**src/rtl/lsu_align_pkg.sv**
```systemverilog
package lsu_align_pkg;

   typedef enum logic [1:0] {
      SZ_BYTE  = 2'd0,
      SZ_HALF  = 2'd1,
      SZ_WORD  = 2'd2,
      SZ_DWORD = 2'd3
   } acc_size_e;

   localparam int NUM_SIZES = 4;

endpackage

```
**src/rtl/lsu_ea_adder.sv**
```systemverilog
module lsu_ea_adder #(
   parameter int ADDR_W = 64,
   parameter int DISP_W = 16
) (
   input  logic [ADDR_W-1:0] base,
   input  logic [DISP_W-1:0] disp,
   output logic [ADDR_W-1:0] ea
);

   generate
      if (DISP_W == ADDR_W) begin : g_full_disp
         assign ea = base + disp;
      end else begin : g_sext_disp
         logic [ADDR_W-1:0] disp_x;
         assign disp_x = {{(ADDR_W-DISP_W){disp[DISP_W-1]}}, disp};
         assign ea     = base + disp_x;
      end
   endgenerate

endmodule

```
**src/rtl/lsu_align_check.sv**
```systemverilog
module lsu_align_check
   import lsu_align_pkg::*;
#(
   parameter int OFF_W = 3
) (
   input  acc_size_e        size,
   input  logic [OFF_W-1:0] off,
   output logic [OFF_W-1:0] size_mask,
   output logic             misaligned
);

   always_comb begin
      for (int b = 0; b < OFF_W; b++) begin
         size_mask[b] = (b < int'(size));
      end
   end

   assign misaligned = |(off & size_mask);

endmodule

```
**src/rtl/lsu_store_lane.sv**
```systemverilog
module lsu_store_lane #(
   parameter int DATA_W = 64,
   localparam int LANES = DATA_W / 8,
   localparam int OFF_W = $clog2(LANES)
) (
   input  logic              en,
   input  logic [OFF_W-1:0]  off,
   input  logic [OFF_W-1:0]  size_mask,
   input  logic [DATA_W-1:0] src,
   output logic [LANES-1:0]  be,
   output logic [DATA_W-1:0] wdata
);

   logic [OFF_W-1:0] last_off;
   logic [OFF_W-1:0] lsh_bytes;

   assign last_off  = off | size_mask;
   // lowest source byte lands on the lane of the last offset
   assign lsh_bytes = ~last_off;
   assign wdata     = src << {lsh_bytes, 3'b000};

   generate
      for (genvar j = 0; j < LANES; j++) begin : g_lane
         localparam logic [OFF_W-1:0] LANE_OFF = OFF_W'(LANES - 1 - j);
         assign be[j] = en && (LANE_OFF >= off) && (LANE_OFF <= last_off);
      end
   endgenerate

endmodule

```
**src/rtl/lsu_load_extract.sv**
```systemverilog
module lsu_load_extract
   import lsu_align_pkg::*;
#(
   parameter int DATA_W = 64,
   localparam int LANES = DATA_W / 8,
   localparam int OFF_W = $clog2(LANES)
) (
   input  logic [DATA_W-1:0] rdata,
   input  acc_size_e         size,
   input  logic [OFF_W-1:0]  off,
   input  logic              uns,
   output logic [DATA_W-1:0] data
);

   logic [OFF_W-1:0]  size_mask;
   logic [OFF_W-1:0]  last_off;
   logic [DATA_W-1:0] shifted;
   logic [DATA_W-1:0] ext [NUM_SIZES];

   always_comb begin
      for (int b = 0; b < OFF_W; b++) begin
         size_mask[b] = (b < int'(size));
      end
   end

   assign last_off = off | size_mask;
   assign shifted  = rdata >> {~last_off, 3'b000};

   generate
      for (genvar s = 0; s < NUM_SIZES; s++) begin : g_width
         localparam int NB = 8 << s;
         if (NB >= DATA_W) begin : g_full
            assign ext[s] = shifted;
         end else begin : g_narrow
            logic fill;
            assign fill   = !uns && shifted[NB-1];
            assign ext[s] = {{(DATA_W-NB){fill}}, shifted[NB-1:0]};
         end
      end
   endgenerate

   assign data = ext[size];

endmodule

```
**src/rtl/be_lsu_align.sv**
```systemverilog
module be_lsu_align
   import lsu_align_pkg::*;
#(
   parameter int DATA_W = 64,
   parameter int ADDR_W = 64,
   parameter int DISP_W = 16,
   parameter int RIDX_W = 5,
   localparam int LANES = DATA_W / 8,
   localparam int OFF_W = $clog2(LANES)
) (
   input  logic              clk,
   input  logic              rst_n,
   input  logic              req_valid,
   input  logic              req_store,
   input  logic [1:0]        req_size,
   input  logic              req_unsigned,
   input  logic [ADDR_W-1:0] req_base,
   input  logic [DISP_W-1:0] req_disp,
   input  logic [RIDX_W-1:0] req_rd,
   input  logic [DATA_W-1:0] req_wsrc,
   output logic [ADDR_W-1:0] mem_addr,
   output logic              mem_re,
   output logic              mem_we,
   output logic [LANES-1:0]  mem_be,
   output logic [DATA_W-1:0] mem_wdata,
   input  logic [DATA_W-1:0] mem_rdata,
   output logic              align_fault,
   output logic              ld_valid,
   output logic              ld_we,
   output logic [RIDX_W-1:0] ld_rd,
   output logic [DATA_W-1:0] ld_data
);

   generate
      if (DATA_W < 64 || (DATA_W & (DATA_W - 1)) != 0) begin : g_bad_data_w
         $error("DATA_W must be a power of two of at least 64");
      end
      if (DISP_W < 1 || DISP_W > ADDR_W) begin : g_bad_disp_w
         $error("DISP_W must lie between 1 and ADDR_W");
      end
      if (ADDR_W < OFF_W) begin : g_bad_addr_w
         $error("ADDR_W must cover the lane offset");
      end
      if (RIDX_W < 1) begin : g_bad_ridx_w
         $error("RIDX_W must be at least 1");
      end
   endgenerate

   acc_size_e        size_in;
   logic [OFF_W-1:0] off_in;
   logic [OFF_W-1:0] size_mask;
   logic             misaligned;
   logic             store_ok;
   logic             load_ok;

   assign size_in = acc_size_e'(req_size);
   assign off_in  = mem_addr[OFF_W-1:0];

   lsu_ea_adder #(
      .ADDR_W (ADDR_W),
      .DISP_W (DISP_W)
   ) u_ea (
      .base (req_base),
      .disp (req_disp),
      .ea   (mem_addr)
   );

   lsu_align_check #(
      .OFF_W (OFF_W)
   ) u_chk (
      .size       (size_in),
      .off        (off_in),
      .size_mask  (size_mask),
      .misaligned (misaligned)
   );

   assign align_fault = req_valid && misaligned;
   assign store_ok    = req_valid && req_store && !misaligned;
   assign load_ok     = req_valid && !req_store && !misaligned;
   assign mem_we      = store_ok;
   assign mem_re      = load_ok;

   lsu_store_lane #(
      .DATA_W (DATA_W)
   ) u_st (
      .en        (store_ok),
      .off       (off_in),
      .size_mask (size_mask),
      .src       (req_wsrc),
      .be        (mem_be),
      .wdata     (mem_wdata)
   );

   // load context, held while the memory returns data
   logic              ctx_v;
   acc_size_e         ctx_size;
   logic              ctx_uns;
   logic [OFF_W-1:0]  ctx_off;
   logic [RIDX_W-1:0] ctx_rd;
   logic [DATA_W-1:0] ext_data;

   always_ff @(posedge clk or negedge rst_n) begin
      if (!rst_n) begin
         ctx_v    <= 1'b0;
         ctx_size <= SZ_BYTE;
         ctx_uns  <= 1'b0;
         ctx_off  <= '0;
         ctx_rd   <= '0;
      end else begin
         ctx_v <= load_ok;
         if (load_ok) begin
            ctx_size <= size_in;
            ctx_uns  <= req_unsigned;
            ctx_off  <= off_in;
            ctx_rd   <= req_rd;
         end
      end
   end

   lsu_load_extract #(
      .DATA_W (DATA_W)
   ) u_ld (
      .rdata (mem_rdata),
      .size  (ctx_size),
      .off   (ctx_off),
      .uns   (ctx_uns),
      .data  (ext_data)
   );

   always_ff @(posedge clk or negedge rst_n) begin
      if (!rst_n) begin
         ld_valid <= 1'b0;
         ld_we    <= 1'b0;
         ld_rd    <= '0;
         ld_data  <= '0;
      end else begin
         ld_valid <= ctx_v;
         ld_we    <= ctx_v && (ctx_rd != '0);
         if (ctx_v) begin
            ld_rd   <= ctx_rd;
            ld_data <= ext_data;
         end
      end
   end

   AST_FAULT_BLOCKS_ACCESS: assert property (@(posedge clk) disable iff (!rst_n)
      align_fault |-> (!mem_we && !mem_re && mem_be == '0));

   AST_BE_COUNT: assert property (@(posedge clk) disable iff (!rst_n)
      mem_we |-> ($countones(mem_be) == (32'd1 << req_size)));

   AST_LOAD_LATENCY: assert property (@(posedge clk) disable iff (!rst_n)
      mem_re |-> ##2 ld_valid);

   AST_NO_SPURIOUS_LOAD: assert property (@(posedge clk) disable iff (!rst_n)
      ld_valid |-> $past(mem_re, 2));

   AST_NO_R0_WRITE: assert property (@(posedge clk) disable iff (!rst_n)
      ld_we |-> (ld_valid && ld_rd != '0));

   AST_EXCLUSIVE_STROBES: assert property (@(posedge clk) disable iff (!rst_n)
      !(mem_we && mem_re));

endmodule

```
**config.mk**
```make
export PLATFORM = sky130hd
export DESIGN_NAME = be_lsu_align
export DESIGN_NICKNAME = d
export VERILOG_FILES = /design/src/rtl/lsu_align_pkg.sv /design/src/rtl/lsu_ea_adder.sv /design/src/rtl/lsu_align_check.sv /design/src/rtl/lsu_store_lane.sv /design/src/rtl/lsu_load_extract.sv /design/src/rtl/be_lsu_align.sv
export SDC_FILE = /design/constraint.sdc
export NUM_CORES = 1
export LEC_CHECK = 0
export BUFFER_PORTS_ARGS = -buffer_cell sky130_fd_sc_hd__buf_2
export CORE_AREA = 2 2 169 171
export CTS_CLUSTER_DIAMETER = 80
export DETAILED_ROUTE_END_ITERATION = 7
export DIE_AREA = 0 0 171 173
export GPL_TIMING_DRIVEN = 0
export PLACE_DENSITY = 0.69
export SLEW_MARGIN = 30
export SYNTH_ARGS = -nofsm -noshare
export SYNTH_HDL_FRONTEND = slang
export SYNTH_SLANG_ARGS = --single-unit
```
**constraint.sdc**
```tcl
create_clock -name clk -period 4.8 [get_ports clk]
set_clock_uncertainty 0.05 [all_clocks]
set_input_delay 0.48 -clock clk [delete_from_list [all_inputs] [get_ports clk]]
set_output_delay 0.48 -clock clk [all_outputs]
set_load 0.1 [all_outputs]
```
# == Yosys cells after proc, flatten, opt, wreduce, memory -nomap -nowiden ==
# Cells that the tools add are included.
# totals
ff_bits,83
inputBits,220
output_inout_bits,210
# op_classes
bitwise_logic,6
n_lt_le_gt_ge,23
n_shift,2
reduce_logical,30
mux,3
n_addsub,1
# op_table
op,n
$bmux W64 S2,1
$mux W64,2
$add A64 B64 Y64,1
$shl A64 B6 Y64,1
$shr A64 B6 Y64,1
$logic_and A1 B1 Y1,25
$ge A3 B3 Y1 const A,4
$le A3 B3 Y1 const A,4
$lt A1 B2 Y1 const A,4
$ge A1 B3 Y1 const A,2
$ge A2 B3 Y1 const A,2
$le A1 B3 Y1 const A,2
$le A2 B3 Y1 const A,2
$not A3 Y3,2
$or A3 B3 Y3,2
$reduce_bool A5 Y1,1
$lt A2 B2 Y1 const A,2
$and A3 B3 Y3,1
$ge A3 B3 Y1 const B,1
$logic_not A1 Y1,3
$not A2 Y3,1
$reduce_or A3 Y1,1

# == Longest topological paths before layout ==
# logic_depth
depth_word,8
mapped_depth,12
depth_no_buf,12

# == Cells and area by module ==
# From an unflattened synthesis, not the netlist that was laid out.
# hier_totals
cells_unflattened,1337
area_unflattened_um2,10859.2
# modules_own_cells
mod,area_each_um2,n_inst,cells_per_inst
lsu_ea_adder,3922.5,1,554
be_lsu_align,3093.0,1,177
lsu_store_lane,1980.6,1,298
lsu_load_extract,1823.0,1,301
lsu_align_check,40.0,1,7

# == Worst setup path before layout ==
# Ideal clock, no wire load.
# synth_path
kind,input -> output
start,input req_base[0]
end,output mem_be[2]
arrival_time_ns,6.178
path_buffers,0
path_stages,9
setup_slack_ns,-1.908
path_cell_list,ha_1 > fa_1 > xor2_1 > a21o_1 > a21oi_1 > nand2_1 > nor2_1 > nand2_1 > a211oi_1
# synth_via
elab_chain_cells,7
elab_cells_between_ends,10
# synth_lines
element,line,source
from (decl),be_lsu_align.sv:17,"input logic [ADDR_W-1:0] req_base,"
$add A64 B64 Y64,lsu_ea_adder.sv:16,assign ea = base + disp_x;
net mem_addr[2],be_lsu_align.sv:21,"output logic [ADDR_W-1:0] mem_addr,"
$and A3 B3 Y3,lsu_align_check.sv:18,assign misaligned = |(off & size_mask);
$reduce_or A3 Y1,lsu_align_check.sv:18,
$logic_not A1 Y1,be_lsu_align.sv:78,assign store_ok = req_valid && req_store && !misaligned;
$logic_and A1 B1 Y1,be_lsu_align.sv:78,
net mem_we,be_lsu_align.sv:23,"output logic mem_we,"
$logic_and A1 B1 Y1 (2 in series),lsu_store_lane.sv:25,assign be[j] = en && (LANE_OFF >= off) && (LANE_OFF <= last_off);
to (decl),be_lsu_align.sv:24,"output logic [LANES-1:0] mem_be,"
# The timed path passes the listed nets, and every way through them passes these cells.

# == Final worst setup path ==
# layout_path
start,input req_base[0]
end,output mem_wdata[13]
# layout_via
elab_chain_cells,4
# layout_lines
element,line,source
$add A64 B64 Y64,lsu_ea_adder.sv:16,
$or A3 B3 Y3,lsu_store_lane.sv:17,assign last_off = off | size_mask;
$not A3 Y3,lsu_store_lane.sv:19,assign lsh_bytes = ~last_off;
$shl A64 B6 Y64,lsu_store_lane.sv:20,"assign wdata = src << {lsh_bytes, 3'b000};"
to (decl),be_lsu_align.sv:25,"output logic [DATA_W-1:0] mem_wdata,"
# No other way between the ends.

==> flow_metrics.tcl <==
set metrics [dict create \
    clockBufferDepth 2 \
    fillerInstances 2926 \
    antenna_found_initial 5 \
    p_per_area_mw_per_mm2 651.6 \
    worst-endpoint-required_ns 4.27 \
    syn_area_mm2 0.01037 \
    dpl.hpwl_mm 39.09 \
    end_kind "output port" \
    portBuffers 428 \
    gr-total-overflow 0 \
    clkSinkCount 83 \
    synth_nets 1809 \
    grt_pass1_wl_mm 73.08 \
    fin_crit_ns 4.677 \
    cts_setup_buffers 0 \
    cts_made_buffers 9 \
    std_cell_rows 61 \
    drv_slew 0 \
    nNetsFinal 2250 \
    dpl.cell_count 2332 \
    stdcell_area_mm2 0.01361 \
    tritoncts "done" \
    wl_per_cell_um 20.50 \
    place_congestion 1.006 \
    drc_errors 0 \
    synthFlopType "dfrtp_1" \
    rsz0062_at_grt "no" \
    cts_max_level 3 \
    firstDrtPassIters 7 \
    outcome "finished, final reports clean" \
    cts.clk_slew.worst_paths_ns 0.06 \
    num_io_pins 430 \
    mostFrequentLayoutCell "buf_2" \
    holdWs_ns 0.2811 \
    max_freq_ghz 0.2138 \
    fin_crit_sh 0.9744 \
    postRouteAntennaNets 0 \
    synth-async-reset-ratio 1.000 \
    vias_per_cell 5.675 \
    pre_cts_ws_ns -0.2494 \
    synth-edff-count 0 \
    synth_cell_type_count 70 \
    first_iter_violations 1272 \
    fp.coreArea_mm2 0.02763 \
    hp-class "primary input to register" \
    die_h_um 173 \
    drv_cap 0 \
    cts_root_buf "clkbuf_16" \
    grtUsageTotal 0.3140 \
    synthCells 1525 \
    totalWireLength_mm 48.26 \
    relSlewSlack 0.4220 \
    cp_data_arrival_time_ns 4.15 \
    fin_tns_setup_ns 0 \
    dieArea_mm2 0.02958 \
    timing.final.hold_violations 0 \
    placed_area_mm2 0.01325 \
    final_util 0.4924 \
    instances_no_fill 2354 \
    worst_slew_pin_slew_ns 0.8604 \
    ir_worst_vdd_mv 0.4101 \
    ys_seq_area_frac 0.2003 \
    drive_gt1_frac 0.2735 \
    synth_seq_cells 83 \
    setup_violations 0 \
    avgSynthCellArea_um2 6.798 \
    syn_to_final_growth_pct 31.23 \
    grt_pass1_vias 12770 \
    crit_type "primary input to output port" \
    finalPower_mw 8.865 \
    num_vias 13360 \
    start_kind "primary input" \
    grt_max_degree 55 \
    insertion_delay_ns 0.34 \
    final_cell_mix "buf_2, nand2_1, a21oi_1" \
    p_leak_nw 6.744 \
    fin_ws_ns 0.1228 \
    crit_fanout 10 \
    ys_warn_count 0 \
    die_width_um 171 \
    initial_core_util 0.3752 \
]
where the power goes:
| group | total [mW] | leakage [nW] | internal (mW) | switching [mW] |
|---|---|---|---|---|
| clock | 0.742 | 0.146 | 0.423 | 0.319 |
| combinational | 6.90 | 5.65 | 1.24 | 5.66 |
| sequential | 1.22 | 0.947 | 1.01 | 0.212 |
| total | 8.86 | 6.74 | 2.67 | 6.20 |
final timing paths:
path | startpoint | end | slack (ns) | cells after the start
hold / removal | req_rd[3] | ctx_rd[3]$_DFFE_PN0P_ | 0.28 | 3
min in group asynchronous | rst_n | ld_data[54]$_DFFE_PN0P_ | 0.53 | 2
max in group asynchronous | rst_n | ld_data[37]$_DFFE_PN0P_ | 3.59 | 3
hold reg to reg | ctx_v$_DFF_PN0_ | ld_valid$_DFF_PN0_ | 0.35 | 0
setup reg to reg | ctx_size[0]$_DFFE_PN0P_ | ld_data[62]$_DFFE_PN0P_ | 1.26 | 11
setup / recovery | req_base[0] | mem_wdata[13] | 0.12 | 11
state kept, by name, indices dropped and copies added, names as in the netlist:
name	cells
ctx_off	3
ctx_rd	5
ctx_size	2
ctx_uns	1
ctx_v	1
ld_data	64
ld_rd	5
ld_valid	1
ld_we	1
worst max-delay path, cell delays in order:
cell	delay (ns)
buf_2	0.10
ha_1	0.21
fa_1	0.52
clkbuf_1	0.33
or2_2	0.18
clkbuf_1	0.28
clkbuf_2	0.38
clkbuf_1	0.51
nand2_1	0.43
a21oi_1	0.24
buf_2	0.46
layer usage:
layer | share of wire | global-route usage | wire [um]
met3 | 0.080 | 0.05150 | 3857
met4 | 0.046 | 0.1314 | 2227
met2 | 0.46 | 0.5158 | 22210
met1 | 0.41 | 0.4063 | 19950
met5 | 0.00025 | 0 | 12
cell families (layout without fill, tap and decap cells):
kind of cell / after synthesis / count (layout) / synth area share
AND/OR/NAND/NOR: 659 / 659 / 0.2684
adder cells (fa/ha/maj): 64 / 64 / 0.07796
other: 0 / 5 / 0
XOR/XNOR: 63 / 63 / 0.05322
flip-flops: 83 / 83 / 0.2003
buffers and inverters: 132 / 578 / 0.04996
multiplexers: 71 / 71 / 0.07772
AO/OA/AOI/OAI: 453 / 453 / 0.2724
Yosys cell counts (7+ instances only):
library cell	instances	area share
buf_2	9	0.0043
nand4_1	15	0.0091
and3_1	29	0.017
o21a_1	9	0.0065
a21boi_0	9	0.0065
clkbuf_1	90	0.033
xnor2_1	41	0.035
nor2b_1	8	0.0048
a21o_1	31	0.022
buf_1	11	0.0040
dfrtp_1	83	0.20
nor2_1	156	0.056
and2_1	11	0.0066
o21ai_1	9	0.0043
nor3_1	13	0.0063
xor2_1	22	0.019
inv_1	19	0.0069
a2111oi_0	7	0.0059
o21ai_0	58	0.028
a221oi_1	12	0.010
o22a_1	8	0.0068
mux4_2	7	0.015
o21bai_1	9	0.0065
mux2i_1	58	0.056
nand3_1	33	0.016
ha_1	63	0.076
nand2_1	366	0.13
a21oi_1	211	0.10
o22ai_1	17	0.010
a31oi_1	16	0.0097
o211ai_1	10	0.0072
a211oi_1	13	0.0094
final cells by class:
class                           instances  area (um^2)  share of cell area
Inverter                               19        71.32            0.005242
Buffer                                113        447.9             0.03292
Tap cell                              378        473.0             0.03476
Sequential cell                        83         2077              0.1527
Antenna cell                            5        12.51           0.0009196
Clock buffer                           10        239.0             0.01756
Clock inverter                          6        71.32            0.005242
Multi-Input combinational cell       1310         8014              0.5890
Timing Repair Buffer                  430         2200              0.1617
what timing repair did:
item / 4_1_cts / 5_1_grt
endpoints found under the hold margin: 29 / 0
resized for setup: 1 / 6
setup endpoints to repair: 4 / 18
hold buffers: 1 / 0
(Power assumes the default switching activity.)
